[config.mk]
export PLATFORM = sky130hd
export DESIGN_NAME = pin_change_irq
export DESIGN_NICKNAME = d
export VERILOG_FILES = /design/src/rtl/pcint_pkg.sv /design/src/rtl/pin_sync_edge.sv /design/src/rtl/pc_group_flag.sv /design/src/rtl/pin_change_irq.sv
export SDC_FILE = /design/constraint.sdc
export NUM_CORES = 1
export LEC_CHECK = 0
export ABC_AREA = 1
export BUFFER_PORTS_ARGS = -buffer_cell sky130_fd_sc_hd__buf_2
export CORE_MARGIN = 4
export CORE_UTILIZATION = 60
export CTS_BUF_LIST = sky130_fd_sc_hd__clkbuf_4
export DETAILED_ROUTE_END_ITERATION = 6
export GPL_TIMING_DRIVEN = 1
export PLACE_DENSITY_LB_ADDON = 0.12
export SLEW_MARGIN = 10
export SYNTH_ARGS = -nofsm -noshare
export SYNTH_HDL_FRONTEND = slang
export SYNTH_HIERARCHICAL = 1
export SYNTH_SLANG_ARGS = --single-unit
[constraint.sdc]
create_clock -name clk -period 1.4 [get_ports clk]
set_input_delay 0.07 -clock clk [delete_from_list [all_inputs] [get_ports clk]]
set_output_delay 0.07 -clock clk [all_outputs]
set_load 0.02 [all_outputs]
[src/rtl/pcint_pkg.sv]
// Package: shared address map and sizes for the pin-change interrupt block.
// Assumes an 8-bit register bus and exactly two pin groups.
package pcint_pkg;
    localparam int ADDR_W  = 8;
    localparam int DATA_W  = 8;
    localparam int NGROUPS = 2;

    localparam logic [ADDR_W-1:0] ADDR_CTRL = 8'h68;
    localparam logic [ADDR_W-1:0] ADDR_FLAG = 8'h3B;
    localparam logic [ADDR_W-1:0] ADDR_MSK0 = 8'h6B;
    localparam logic [ADDR_W-1:0] ADDR_MSK1 = 8'h6C;
endpackage

[src/rtl/pin_sync_edge.sv]
// Module: two-flop synchronizer plus change detector for a vector of pins.
// Assumes pins are asynchronous to clk. chg_o is high for one cycle when the
// synchronized level differs from its value one cycle earlier.
module pin_sync_edge #(
    parameter int W = 8
) (
    input  logic         clk,
    input  logic         rst_n,
    input  logic [W-1:0] pins_i,
    output logic [W-1:0] chg_o
);
    logic [W-1:0] meta_q;
    logic [W-1:0] sync_q;
    logic [W-1:0] prev_q;

    // Synchronize the pins and keep the previous synchronized level.
    always_ff @(posedge clk) begin
        if (!rst_n) begin
            meta_q <= '0;
            sync_q <= '0;
            prev_q <= '0;
        end else begin
            meta_q <= pins_i;
            sync_q <= meta_q;
            prev_q <= sync_q;
        end
    end

    assign chg_o = sync_q ^ prev_q;
endmodule

[src/rtl/pc_group_flag.sv]
// Module: pending flag for one pin group.
// Assumes chg_i comes from a synchronizer. A masked change with the group
// enabled sets the flag. A write-one or an acknowledge clears it; a set on
// the same edge as a clear wins.
module pc_group_flag #(
    parameter int W = 8
) (
    input  logic         clk,
    input  logic         rst_n,
    input  logic [W-1:0] chg_i,
    input  logic [W-1:0] mask_i,
    input  logic         grp_en_i,
    input  logic         clr_wr_i,
    input  logic         ack_i,
    output logic         flag_o
);
    logic hit;
    logic flag_q;

    assign hit = grp_en_i & (|(chg_i & mask_i));

    // Hold the pending flag: set has priority over both clear sources.
    always_ff @(posedge clk) begin
        if (!rst_n)
            flag_q <= 1'b0;
        else if (hit)
            flag_q <= 1'b1;
        else if (clr_wr_i || ack_i)
            flag_q <= 1'b0;
    end

    assign flag_o = flag_q;


    flag_rise_src_chk: assert property (@(posedge clk) disable iff (!rst_n)
        $rose(flag_q) |-> $past(hit));

    set_wins_chk: assert property (@(posedge clk) disable iff (!rst_n)
        hit |=> flag_q);

    wr_clear_chk: assert property (@(posedge clk) disable iff (!rst_n)
        (clr_wr_i && !hit) |=> !flag_q);

    ack_clear_chk: assert property (@(posedge clk) disable iff (!rst_n)
        (ack_i && !hit) |=> !flag_q);
endmodule

[src/rtl/pin_change_irq.sv]
// Module: grouped pin-change interrupt controller (top).
// Assumes each group holds at most DATA_W pins, writes take effect at the
// rising edge with we_i high, and reads are combinational on addr_i.
module pin_change_irq
    import pcint_pkg::*;
#(
    parameter int G0_PINS = 8,
    parameter int G1_PINS = 5
) (
    input  logic                           clk,
    input  logic                           rst_n,
    input  logic [G0_PINS+G1_PINS-1:0]     pins_i,
    input  logic                           global_ie_i,
    input  logic [ADDR_W-1:0]              addr_i,
    input  logic [DATA_W-1:0]              wdata_i,
    input  logic                           we_i,
    output logic [DATA_W-1:0]              rdata_o,
    input  logic [NGROUPS-1:0]             ack_i,
    output logic [NGROUPS-1:0]             irq_o
);
    localparam int NPINS = G0_PINS + G1_PINS;

    logic [NPINS-1:0]               chg_w;
    logic [NGROUPS-1:0]             ctrl_q;
    logic [NGROUPS-1:0]             flag_w;
    logic [NGROUPS-1:0][DATA_W-1:0] mask_rd;
    logic                           flag_wr;

    assign flag_wr = we_i && (addr_i == ADDR_FLAG);

    pin_sync_edge #(.W(NPINS)) u_sync (
        .clk    (clk),
        .rst_n  (rst_n),
        .pins_i (pins_i),
        .chg_o  (chg_w)
    );

    // Store the group enable bits of the control register.
    always_ff @(posedge clk) begin
        if (!rst_n)
            ctrl_q <= '0;
        else if (we_i && addr_i == ADDR_CTRL)
            ctrl_q <= wdata_i[NGROUPS-1:0];
    end

    for (genvar g = 0; g < NGROUPS; g++) begin : g_grp
        localparam int                 W     = (g == 0) ? G0_PINS : G1_PINS;
        localparam int                 LO    = (g == 0) ? 0 : G0_PINS;
        localparam logic [ADDR_W-1:0]  MADDR = (g == 0) ? ADDR_MSK0 : ADDR_MSK1;

        logic [W-1:0] msk_q;

        // Store this group's per-pin select mask.
        always_ff @(posedge clk) begin
            if (!rst_n)
                msk_q <= '0;
            else if (we_i && addr_i == MADDR)
                msk_q <= wdata_i[W-1:0];
        end

        assign mask_rd[g] = DATA_W'(msk_q);

        pc_group_flag #(.W(W)) u_flag (
            .clk      (clk),
            .rst_n    (rst_n),
            .chg_i    (chg_w[LO +: W]),
            .mask_i   (msk_q),
            .grp_en_i (ctrl_q[g]),
            .clr_wr_i (flag_wr && wdata_i[g]),
            .ack_i    (ack_i[g]),
            .flag_o   (flag_w[g])
        );

        assign irq_o[g] = flag_w[g] & ctrl_q[g] & global_ie_i;
    end

    // Select the addressed register for readback; unused bits read 0.
    always_comb begin
        case (addr_i)
            ADDR_CTRL: rdata_o = DATA_W'(ctrl_q);
            ADDR_FLAG: rdata_o = DATA_W'(flag_w);
            ADDR_MSK0: rdata_o = mask_rd[0];
            ADDR_MSK1: rdata_o = mask_rd[1];
            default:   rdata_o = '0;
        endcase
    end


    irq_needs_gie_chk: assert property (@(posedge clk) disable iff (!rst_n)
        (irq_o != '0) |-> global_ie_i);

    msk1_upper_zero_chk: assert property (@(posedge clk) disable iff (!rst_n)
        (addr_i == ADDR_MSK1) |-> ((rdata_o >> G1_PINS) == '0));

    reset_quiet_chk: assert property (@(posedge clk)
        $past(!rst_n) |-> (irq_o == '0));
endmodule

**Word-level counts from Yosys, hierarchy flattened**

Index checks and enable logic that the tools add are counted.

- Register bits after elaboration: 56
- Latch bits: 0
- RAM bits: 0
- ROM bits: 0
- Output and inout bits: 10
- Logic and storage cells: 38
- Memories kept: 0

- $add $sub $neg: 0
- Multipliers: 0
- Div/mod/pow operators: 0
- $lt $le $gt $ge: 0
- Equality and inequality tests: 4
- Shift operators: 0
- Muxes and demuxes: 5
- Bitwise logic cells: 9
- Reductions and logical operators: 12

Operators with widths:

| kind | number |
|---|---|
| one-hot mux 8 bit (4 select lines) | 1 |
| equality test 8 x 7 -> 1 bit, second input constant | 3 |
| bitwise XOR 13 bit | 1 |
| AND 8 bit | 1 |
| equality test 8 x 6 -> 1 bit, second input constant | 1 |
| OR reduction 8 bit | 1 |
| AND 1 bit | 6 |
| logical AND 1 bit | 6 |
| AND 5 bit | 1 |
| OR reduction 5 bit | 1 |
| two-way mux 1 bit | 4 |
| nonzero test 2 bit | 2 |
| logical OR 1 bit | 2 |

**Longest topological paths before layout**

Gate-level depths: netlist of the first run.

- Depth in word-level cells: 6
- Depth in mapped cells: 9
- Mapped depth without buffers: 9

**Cells and area by module**

Netlist of the first run, hierarchy kept.

By module, submodules not included:

| module | instances | cells each | area an instance (µm²) |
|---|---|---|---|
| pin_sync_edge | 1 | 186 | 1346.3 |
| pin_change_irq | 1 | 169 | 963.4 |
| pc_group_flag (g_grp[0].u_flag) | 1 | 20 | 101.3 |
| pc_group_flag (g_grp[1].u_flag) | 1 | 14 | 78.8 |

**Least setup slack after synthesis of the first run**

OpenSTA, ideal clock, no wires.

- Path kind: in2out
- Start: input port addr_i[2]
- End: output port rdata_o[2]
- Arrival time: 0.884 ns
- Setup slack: 0.446 ns
- Stages: 5
- Path through: inv_1 -> nand2_1 -> nor2_4 -> nand2_1 -> o22ai_1

- Cells in the longest elaborated chain, start to end: 2
- Elaborated cells between the ends (all ways): 5
- Those cells by class: eq/ne: 4; mux: 1

RTL lines:

| item | line | source |
|---|---|---|
| start, declared | pin_change_irq.sv:14 | `input logic [ADDR_W-1:0] addr_i,` |
| equality test 8 x 7 -> 1 bit or equality test 8 x 6 -> 1 bit (tied branches) | pin_change_irq.sv:79 | `case (addr_i)` |
| one-hot mux 8 bit (4 select lines) (*) | pin_change_irq.sv:79 |  |
| end, declared | pin_change_irq.sv:17 | `output logic [DATA_W-1:0] rdata_o,` |

Every way passes the cells marked *; elsewhere a longest branch is shown, timed or not.

**Worst setup path in the final report of the first run**

- Start: register g_grp[1].msk_q[0]
- End: output port rdata_o[0]

- Cells in the longest elaborated chain, start to end: 1

RTL lines:

| item | line | source |
|---|---|---|
| start, declared | pin_change_irq.sv:51 | `logic [W-1:0] msk_q;` |
| start signal, assigned | pin_change_irq.sv:58 | `msk_q <= wdata_i[W-1:0];` |
| one-hot mux 8 bit (4 select lines) | pin_change_irq.sv:79 |  |

No other way between the ends.

==> results of run 1 <==
-- power by group through the flow --
stage	registers, mW	logic, mW	clock network [mW]
2_1_floorplan	1.69	0.119	0
6_report	1.66	0.246	0.813
4_1_cts	1.66	0.244	0.827
5_1_grt	1.67	0.284	0.899
3_3_place_gp	1.69	0.187	0
3_5_place_dp	1.70	0.195	0
-- cell families after synthesis --
logic type / count (synthesis) / share of synthesized area
buffers and inverters: 117 / 0.189
AND/OR/NAND/NOR: 208 / 0.340
flip-flops: 56 / 0.450
AO/OA/AOI/OAI: 8 / 0.0201
-- final cells by class --
| type | instances | area share |
|---|---|---|
| clock inverter | 1 | 0.00991 |
| inverter | 110 | 0.136 |
| timing repair buffer | 68 | 0.155 |
| clock buffer | 5 | 0.0124 |
| multi-input combinational | 216 | 0.296 |
| sequential | 56 | 0.370 |
| tap | 50 | 0.0206 |
-- per-stage QoR --
step	hold WS, ns	utilization	instance area (µm²)
2_1_floorplan	0.163	-	2490
3_3_place_gp	0.246	0.683	2730
3_5_place_dp	0.255	0.683	2730
4_1_cts	0.127	0.758	3030
5_1_grt	0.133	0.758	3030
6_report	0.130	0.758	3030
-- state kept, by name, indices dropped and copies added, names as in the netlist --
register / flops
ctrl_q: 2
g_grp.msk_q: 13
g_grp.u_flag/flag_o: 2
u_sync/meta_q: 13
u_sync/prev_q: 13
u_sync/sync_q: 13
-- placed cells by master, fill, tap and decap left out, drive strengths merged, types with 3 or more instances in the layout --
cell	Yosys	final
buf	6	45
dfxtp	56	56
nand3	15	15
nor3	3	3
o22ai	3	3
nand2	149	149
inv	110	110
dlygate4sd3	0	23
nor2	39	39
clkbuf	1	5
-- worst reg2reg max path, stage by stage (launching register included) --
cell and delay, ns:
dfxtp_1 0.38, inv_1 0.05, nand2_1 0.05, nand2_1 0.05, nand2_1 0.06, nand2_1 0.05, nor2_1 0.12, nand2_1 0.09
nand2_1 0.08, a21oi_2 0.05
-- path summary, 6_finish.rpt --
kind	endpoint	from	slack (ns)
worst max-delay path	rdata_o[0]	g_grp[1].msk_q[0]	0.12
worst min-delay path	g_grp[1].msk_q[4]	we_i	0.13
worst max register to register	g_grp[0].u_flag/flag_o	u_sync/sync_q[2]	0.33
worst min register to register	u_sync/sync_q[10]	u_sync/meta_q[10]	0.43
-- layer usage --
| layer | vias up | global-route usage | share of wire |
|---|---|---|---|
| met5 | - | 0 | 0 |
| met1 | 932 | 0.246 | 0.43 |
| li1 | 1223 | - | - |
| met2 | 55 | 0.373 | 0.49 |
| met4 | 0 | 0.0984 | 0.027 |
| met3 | 15 | 0.0526 | 0.055 |
-- timing repair --
item                                    in CTS  in global routing
endpoints found under the hold margin       23                  0
hold buffers                                23                  0
gates resized for setup                      0                  0
endpoints found under the setup margin       0                  0
==> results.md, run 1 <==
- Status: finished, final reports clean
- GRT overflow: 0
- Max-cap viol count: 0
- Final non-filler cell total: 506
- CP Capture Type: output pin
- Count leader, synth: nand2_1
- Global-route usage over all layers: 0.214
- Critical path, cell by cell: inv_1, o21ai_0, inv_1, nand2_1, buf_2
- DRC Markers: 0
- Flops & latches, synth: 56
- Largest stage delay on the critical path: 0.38 ns
- Maximum number of pins on one net before global-route repair: 57
- Vias per inst: 4.40
- IO Pins: between 40 and 50
- Gate power share: 0.090
- Clk pwr share: 0.299
- Worst clock skew: 0.00936 ns
- Pwr Total: 2.72 mW
- RSZ-0062 raised after global routing: no
- HPWL after DPL: 3.32 mm
- Vias in the first global route: about 2.2k
- Worst EP required: 1.33 ns
- Rel. slew slack: 0.754
- Synth warnings: 6
- Setup violators final: 0
- Synth area leaders: dfxtp_1, nand2_1, inv_1, nor2_1, nand3_1
- Pwr dens: roughly 900 nW/µm²
- Htree depth: 2
- Clk root buf: clkbuf_4
- FP Rows: 23
- Syn Std Cell Area: 2490 µm²
- CTS tree: done
- Most Frequent Cell on Critical Path: inv_1
- Final ANT Viol Nets: 0
- Core ar.: 4000 µm²
- Leakage: 1.79 nW
- WP data arrival: between 1 and 1.5 ns
- Post-synthesis async set-or-reset flop share: 0
- Post-synth top cells: nand2_1, inv_1, dfxtp_1
- Share of total power in sequential cells: 0.611
- Sw frac: 0.221
- First-pass GRT wire length: 8.96 mm
- Worst path slowest cell: dfxtp_1
- CP Depth: 5
- Setup TNS Final: 0 ns
- Internal power: 2.12 mW
- Die area: 5240 µm²
- Worst setup margin: 0.117 ns
- DR WL/cell: 9.75 µm
- Crit Path Class: reg2out
- Chip Height: between 70 and 80 µm
- Drt first-iter violations: 128
- DP Worst Slack: 0.140 ns
- Vias: 2225
- Sink Count: 56
- Part of the Yosys area used for sequential elements: 0.450
- Worst-path fanout max: 2
- Diodes inserted: 0
- Clock buffer depth: 2
- CP startpoint kind: flop
- Clk Latency, worst-skew pair: 0.36 ns
- Routed WL: 4.93 mm
- Initial core utilization: 0.622
- F_max: 780 MHz
- Area occupied by multi-input gates: 897 µm²
- Clk slew on worst S/H paths: 0.14 ns
- Port Buffers: 44
- Buf/Inv on CP: 3
- Reg2reg path depth: 9
- Setup Fix Bufs, Post-CTS: 0
- Initial antenna violation count: 0
- Worst min path class: in2reg
- Share of cells above drive strength 1: 0.127
- Psw: 600 µW
- Mean Syn Cell Area: 6.40 µm²
- Syn Inst Count: 389
- Layout area overhead: 21.8%
- EDFF count, synth: 0
- Clock buffer count from CTS: 5
- Top-area cell type share of the netlist area: 0.450
- Reg area: approximately 1100 µm²
- Fillers: 343
- Mapped Nets: between 400 and 500
- Worst hold stages: 4
- Die W: 72.4 µm
- Placed cell count: ~480
- Gpl congestion: 0.794
- Slew Limit Fails: 0
- Fin crit share: 0.916
- Final Hold Viols: 0
- Crit path time final: 1.28 ns
- Worst slew pin tran: 0.368 ns
- Area leader, netlist: dfxtp_1
- Synth cell types: 20
- Top_reg_cell synth: dfxtp_1
- Nets: 492
- Peak supply drop: roughly 0.8 mV
- Pre-antenna DRT Iters: 4
- CP top delay family: flip-flops
(Power assumes the default switching activity.)
==> run 2, diff against run 1 <==
--- a/config.mk
+++ b/config.mk
@@ -5,7 +5,6 @@
 export SDC_FILE = /design/constraint.sdc
 export NUM_CORES = 1
 export LEC_CHECK = 0
-export ABC_AREA = 1
 export BUFFER_PORTS_ARGS = -buffer_cell sky130_fd_sc_hd__buf_2
 export CORE_MARGIN = 4
 export CORE_UTILIZATION = 60
@@ -13,6 +12,7 @@
 export DETAILED_ROUTE_END_ITERATION = 6
 export GPL_TIMING_DRIVEN = 1
 export PLACE_DENSITY_LB_ADDON = 0.12
+export SKIP_CTS_REPAIR_TIMING = 1
 export SLEW_MARGIN = 10
 export SYNTH_ARGS = -nofsm -noshare
 export SYNTH_HDL_FRONTEND = slang
==> run 2 against run 1 <==
  * Clock power shrank 16%
  * Critical endpoint is now rdata_o[1]
  * Critical path type unchanged
  * Total power down 6.0%
  * Non-clock buffer count increased by 3
  * Sequential share of layout area increased by 4.2 points
==> results.md, run 2 <==
- Syn Inst Count: 200 (-49%)
- Worst hold stages: 3 (-1)
- Pre-antenna DRT Iters: 5 (+1)
- Peak supply drop: 0.957 mV (+22%)
- First-pass GRT wire length: 6.26 mm (-30%)
- Area leader, netlist: dfxtp_1
- Mapped Nets: 235 (-45%)
- Placed Area: 2410 µm² (-12%)
- Crit path time final: 1.39 ns (+0.107 ns)
- RSZ-0062 raised after global routing: yes
- Most common library cell in the layout ignoring fill and taps: dfxtp_1
- Placed cell count: 286 (-40%)
- Crit Path Class: reg2out
- Vias: 1637 (-26%)
- Status: finished, final reports clean
- Reg-to-reg critical path startpoint: u_sync/sync_q[0]
- Worst slew pin tran: 0.431 ns (+0.0627 ns)
- Top_reg_cell synth: dfxtp_1
- Slew Limit Fails: 0 (unchanged)
- Clk slew on worst S/H paths: 0.15 ns (about the same)
- F_max: 719 MHz (-7.7%)
- Worst-path fanout max: 2 (unchanged)
- Setup violators final: 0 (unchanged)
- Part of the Yosys area used for sequential elements: 0.518 (+0.0680)
- Diodes inserted: 0 (unchanged)
- Pwr Total: 2.56 mW (-6.0%)
- Chip Height: 68.0 µm (-6.0%)
- Clock buffer count from CTS: 5 (unchanged)
- Reg2reg path depth: 4 (-5)
- Post-synth top cells: dfxtp_1, and2_1, nand2_1
- Worst path slowest cell: dfxtp_2
- Nets: 306 (-38%)
- Synth warnings: 6 (unchanged)
- Clk root buf: clkbuf_4
- DR WL/cell: 13.5 µm (+38%)
- Setup TNS Final: 0 ns (unchanged)
- GRT overflow: 0 (unchanged)
- Worst min path class: in2reg
- Die area: 4630 µm² (-12%)
- Worst EP required: 1.33 ns (about the same)
- Max-cap viol count: 0 (unchanged)
- Port Buffers: 44 (unchanged)
- Routed WL: 4.29 mm (-13%)
- Top-area cell type share of the netlist area: 0.518 (+0.0680)
- Critical path, cell by cell: nand3b_1, a211oi_2, a221o_1, buf_6
- Worst clock skew: 0.00668 ns (-0.00268 ns)
- Flops & latches, synth: 56 (unchanged)
- Clk Latency, worst-skew pair: 0.37 ns (about the same)
- Buf/Inv on CP: 1 (-2)
- Htree depth: 2 (unchanged)
- Design area: 2740 µm² (-9.7%)
- Sink Count: 56 (unchanged)
- Flop-to-flop setup slack: 0.25 ns (-0.08 ns)
- Fin crit share: 0.993 (+0.0766)
- Initial core utilization: 0.633 (+0.0109)
- Rel. slew slack: 0.713 (-0.0409)
- Layout area overhead: 26.5%
- Largest stage delay on the critical path: 0.36 ns (-0.02 ns)
- R2R Path End: g_grp[0].u_flag/flag_o
- HPWL after DPL: 3.01 mm (-9.2%)
- Synth area leaders: dfxtp_1, and2_1, mux2i_1, xor2_1, nand2_1
- Mean Syn Cell Area: 10.8 µm² (+69%)
- Hold EP: g_grp[1].u_flag/flag_o
- CP Capture Type: output pin
- Pwr dens: 934 nW/µm² (+4.1%)
- Final Hold Viols: 0 (unchanged)
- Vias per inst: 5.15 (+17%)
- Global-route usage over all layers: 0.182 (-0.0323)
- Final non-filler cell total: 318 (-37%)
- Vias in the first global route: 1464 (-32%)
- CP top delay family: compound AO/OA/AOI/OAI gates
- Hold Startpoint: rst_n
- Clock buffer depth: 2 (unchanged)
- Leakage: 1.30 nW (-27%)
- EDFF count, synth: 0 (unchanged)
- Initial antenna violation count: 0 (unchanged)
- WP data arrival: 1.32 ns (+0.11 ns)
- Share of cells above drive strength 1: 0.257 (+0.130)
- Final ANT Viol Nets: 0 (unchanged)
- FP Rows: 21 (-8.7%)
- CP startpoint kind: flop
- Count leader, synth: dfxtp_1
- Gpl congestion: 0.799 (+0.58%)
- Post-synthesis async set-or-reset flop share: 0 (unchanged)
- Syn Std Cell Area: 2160 µm² (-13%)
- Synth cell types: 36 (+80%)
- Die W: 68.0 µm (-6.0%)
- IO Pins: 45 (unchanged)
- DRC Markers: 0 (unchanged)
- Maximum number of pins on one net before global-route repair: 40 (-30%)
- Core ar.: 3420 µm² (-15%)
- Most frequent cells in the layout: dfxtp_1, and2_1, buf_2
- CTS tree: done
- Drt first-iter violations: 94 (-27%)
## run 2: cell count changes in the layout (fill, tap and decap cells not counted), sizes merged, moves of 4 or more
cell   previous run  this run
mux2i             0        15
a22oi             0         4
nor2             39         2
nand2           149        24
nand3            15         2
xor2              0        13
inv             110         2
buf              45        49
and2              0        42
## run 2: cells by family after synthesis
logic type / count (synthesis) / share of synthesized area
XOR/XNOR: 13 / 0.0526
AO/OA/AOI/OAI: 16 / 0.0677
AND/OR/NAND/NOR: 92 / 0.262
buffers and inverters: 8 / 0.0301
multiplexers: 15 / 0.0694
flip-flops: 56 / 0.518
## run 2: worst max path at each step
stage	start	to	slack, ns	depth (start not counted)
6_report	g_grp[0].msk_q[1]	rdata_o[1]	0.01	4
4_1_cts	g_grp[0].msk_q[1]	rdata_o[1]	-0.13	4
2_1_floorplan	addr_i[7]	rdata_o[0]	0.27	3
3_3_place_gp	addr_i[2]	g_grp[0].msk_q[6]	0.10	4
3_5_place_dp	addr_i[2]	g_grp[0].msk_q[1]	0.06	4
5_1_grt	g_grp[0].u_flag/flag_o	rdata_o[0]	-0.08	4
## run 2: routing by layer
| layer | share of wire | global-route usage | wire, µm | vias up |
|---|---|---|---|---|
| met2 | 0.49 | 0.326 | 2090 | 62 |
| met3 | 0.071 | 0.0542 | 306 | 8 |
| li1 | - | - | - | 821 |
| met1 | 0.42 | 0.213 | 1820 | 746 |
| met4 | 0.019 | 0.0372 | 80 | 0 |
| met5 | 0 | 0 | 0 | - |
## run 2: tightest hold or removal path, delay by kind of cell
family	cells	cell delay, ns
compound gates	2	0.13
buf+inv	1	0.15
## run 2: through the flow
stage | setup slack (ns) | util | hold WS, ns
2_1_floorplan | 0.270 | - | 0.192
3_3_place_gp | 0.105 | 0.707 | 0.269
3_5_place_dp | 0.0605 | 0.707 | 0.274
4_1_cts | -0.128 | 0.725 | -0.128
5_1_grt | -0.0809 | 0.801 | 0.00728
6_report | 0.00989 | 0.801 | 0.0110
## run 2: power breakdown
group | switching, mW | leakage [nW] | internal, mW | total, mW
Clock | 0.479 | 0.0356 | 0.204 | 0.682
Combinational | 0.0903 | 0.808 | 0.128 | 0.219
Sequential | 0.0176 | 0.460 | 1.64 | 1.66
## run 2: area by class of cell
class                   count  area (µm²)
repair buffers             71         503
inverters                   1        3.75
well taps                  46        57.6
clock buffers               5        37.5
flip-flops and latches     56        1130
clock inverters             3        22.5
fillers                   226         678
multi-input cells         136         987
==> run 3, diff against run 2 <==
--- a/config.mk
+++ b/config.mk
@@ -10,7 +10,7 @@
 export CORE_UTILIZATION = 60
 export CTS_BUF_LIST = sky130_fd_sc_hd__clkbuf_4
 export DETAILED_ROUTE_END_ITERATION = 6
-export GPL_TIMING_DRIVEN = 1
+export GPL_TIMING_DRIVEN = 0
 export PLACE_DENSITY_LB_ADDON = 0.12
 export SKIP_CTS_REPAIR_TIMING = 1
 export SLEW_MARGIN = 10
==> run 3 against run 2 <==
  * The flow now finishes with violations (negative hold slack)
  * Die area unchanged
  * Worst setup slack improved by 0.0034 ns
  * Global-route usage is 0.26 points higher
  * Cell count grew 1.3%
  * Total power increased by 0.85%
  * Final area is 0.96% higher
  * Via count shrank 0.12%
  * Clock-buffer cell count stayed put
  * Critical path depth is the same
==> results.md, run 3 (synthesis results as in run 2) <==
- Clock buffer count from CTS: 5 (unchanged)
- Most frequent cells in the layout: dfxtp_1, and2_1, buf_2
- CP top delay family: compound AO/OA/AOI/OAI gates
- Pwr dens: 933 nW/µm² (-0.10%)
- Final ANT Viol Nets: 0 (unchanged)
- DP Worst Slack: -0.0716 ns (-0.132 ns)
- RSZ-0062 raised after global routing: yes
- Layout area overhead: 27.8%
- DR WL/cell: 13.5 µm (about the same)
- Setup violators final: 0 (unchanged)
- GRT overflow: 0 (unchanged)
- Worst slew pin tran: 0.424 ns (-0.00683 ns)
- Status: complete, but fails checks
- Clock buffer depth: 2 (unchanged)
- Buf/Inv on CP: 1 (unchanged)
- Vias per inst: 5.08 (-1.4%)
- Slew Limit Fails: 0 (unchanged)
- Hold slack: -0.00726 ns (-0.0182 ns)
- Nets: 310 (+1.3%)
- Chip Height: 68.0 µm (unchanged)
- Crit Path Class: reg2out
- F_max: 721 MHz (+0.24%)
- Worst EP required: 1.33 ns (about the same)
- Die W: 68.0 µm (unchanged)
- Vias: 1635 (-0.12%)
- Gpl congestion: 0.749 (-6.2%)
- Worst setup margin: 0.0133 ns (+0.00339 ns)
- Port Buffers: 44 (unchanged)
- FP Rows: 21 (unchanged)
- Routed WL: 4.35 mm (+1.3%)
- Max-cap viol count: 0 (unchanged)
- Diodes inserted: 0 (unchanged)
- Fillers: 220 (-2.7%)
- Clk Latency, worst-skew pair: 0.37 ns (about the same)
- Pre-antenna DRT Iters: 6 (+1)
- CTS tree: done
- Initial antenna violation count: 0 (unchanged)
- Clk root buf: clkbuf_4
- CP Capture Type: output pin
- Failing checks: negative hold slack
- Die area: 4630 µm² (unchanged)
- Sink Count: 56 (unchanged)
- Layout Utilization: 0.809 (+0.00769)
- WP data arrival: 1.32 ns (about the same)
- Initial core utilization: 0.633 (unchanged)
- Most common library cell in the layout ignoring fill and taps: dfxtp_1
- Global-route usage over all layers: 0.184 (+0.00260)
- Fin crit share: 0.991 (-0.00242)
- Maximum number of pins on one net before global-route repair: 19 (-53%)
- Worst-path fanout max: 3 (+1)
- Core ar.: 3420 µm² (unchanged)
- Worst clock skew: 0.0105 ns (+0.00381 ns)
- Worst path slowest cell: dfxtp_2
- DRC Markers: 0 (unchanged)
- HPWL after DPL: 2.98 mm (-1.0%)
- Largest stage delay on the critical path: 0.37 ns (about the same)
- Drt first-iter violations: 137 (+46%)
- Leakage: 1.32 nW (+1.4%)
- Peak supply drop: 0.900 mV (-5.9%)
- Critical path, cell by cell: nand3b_1, a211oi_2, a221o_1, buf_6
- Worst min path class: in2reg
- Final Hold Viols: 3 (+3)
- Clk slew on worst S/H paths: 0.14 ns (about the same)
- Rel. slew slack: 0.715 (+0.00220)
- Htree depth: 2 (unchanged)
- Share of cells above drive strength 1: 0.261 (+0.00352)
- IO Pins: 45 (unchanged)
- Crit path time final: 1.39 ns (-0.00339 ns)
- First-pass GRT wire length: 6.31 mm (+0.77%)
- Vias in the first global route: 1406 (-4.0%)
- CP startpoint kind: flop
run 3: per-stage QoR:
step	power (mW)	std cells	hold WS (ns)	cell area, µm²	TNS (ns)
after floorplan	1.78	200	0.192	2160	0
after global placement	1.86	290	0.270	2440	-0.160
after detailed placement	1.87	290	0.277	2440	-0.205
after CTS	2.55	298	-0.138	2500	-0.276
after global routing	2.71	322	0.0129	2760	-0.126
final	2.58	322	-0.00726	2760	0
run 3: layout make-up:
cell class	count	area, µm²	share of cell area
buffer	7	61.3	0.0222
clock buffer	5	37.5	0.0136
clock inverter	3	22.5	0.00815
inverter	1	3.75	0.00136
multi-input combinational	136	988	0.358
sequential	56	1130	0.408
tap	46	57.6	0.0208
timing repair buffer	68	464	0.168
run 3: power by group:
group / internal (mW) / total [mW] / switching, mW
Combinational: 0.131 / 0.225 / 0.0938
Clock: 0.204 / 0.700 / 0.496
Sequential: 1.64 / 1.66 / 0.0174
Total: 1.97 / 2.58 / 0.607
run 3: path summary, 6_finish.rpt:
check                                       startpoint                      to  slack [ns]  cells past startpoint
worst min register to register        u_sync/meta_q[5]        u_sync/sync_q[5]        0.45                      1
worst max register to register        u_sync/sync_q[0]  g_grp[0].u_flag/flag_o        0.25                      4
worst max-delay path            g_grp[1].u_flag/flag_o              rdata_o[1]        0.01                      4
worst min-delay path                        wdata_i[0]       g_grp[0].msk_q[0]      -0.007                      3
run 3: worst register-to-register path, delay by kind of cell (launching register included):
kind             cells  cell delay, ns
AND/OR/NAND/NOR      1            0.15
flip-flops           1            0.35
XOR/XNOR             1            0.14
AO/OA/AOI/OAI        2            0.41
run 3: layer usage:
layer | global-route usage | vias up | wire length, µm
li1 | - | 831 | -
met1 | 0.219 | 754 | 1880
met2 | 0.321 | 45 | 2190
met3 | 0.0443 | 5 | 224
met4 | 0.0670 | 0 | 60
met5 | 0 | - | 0
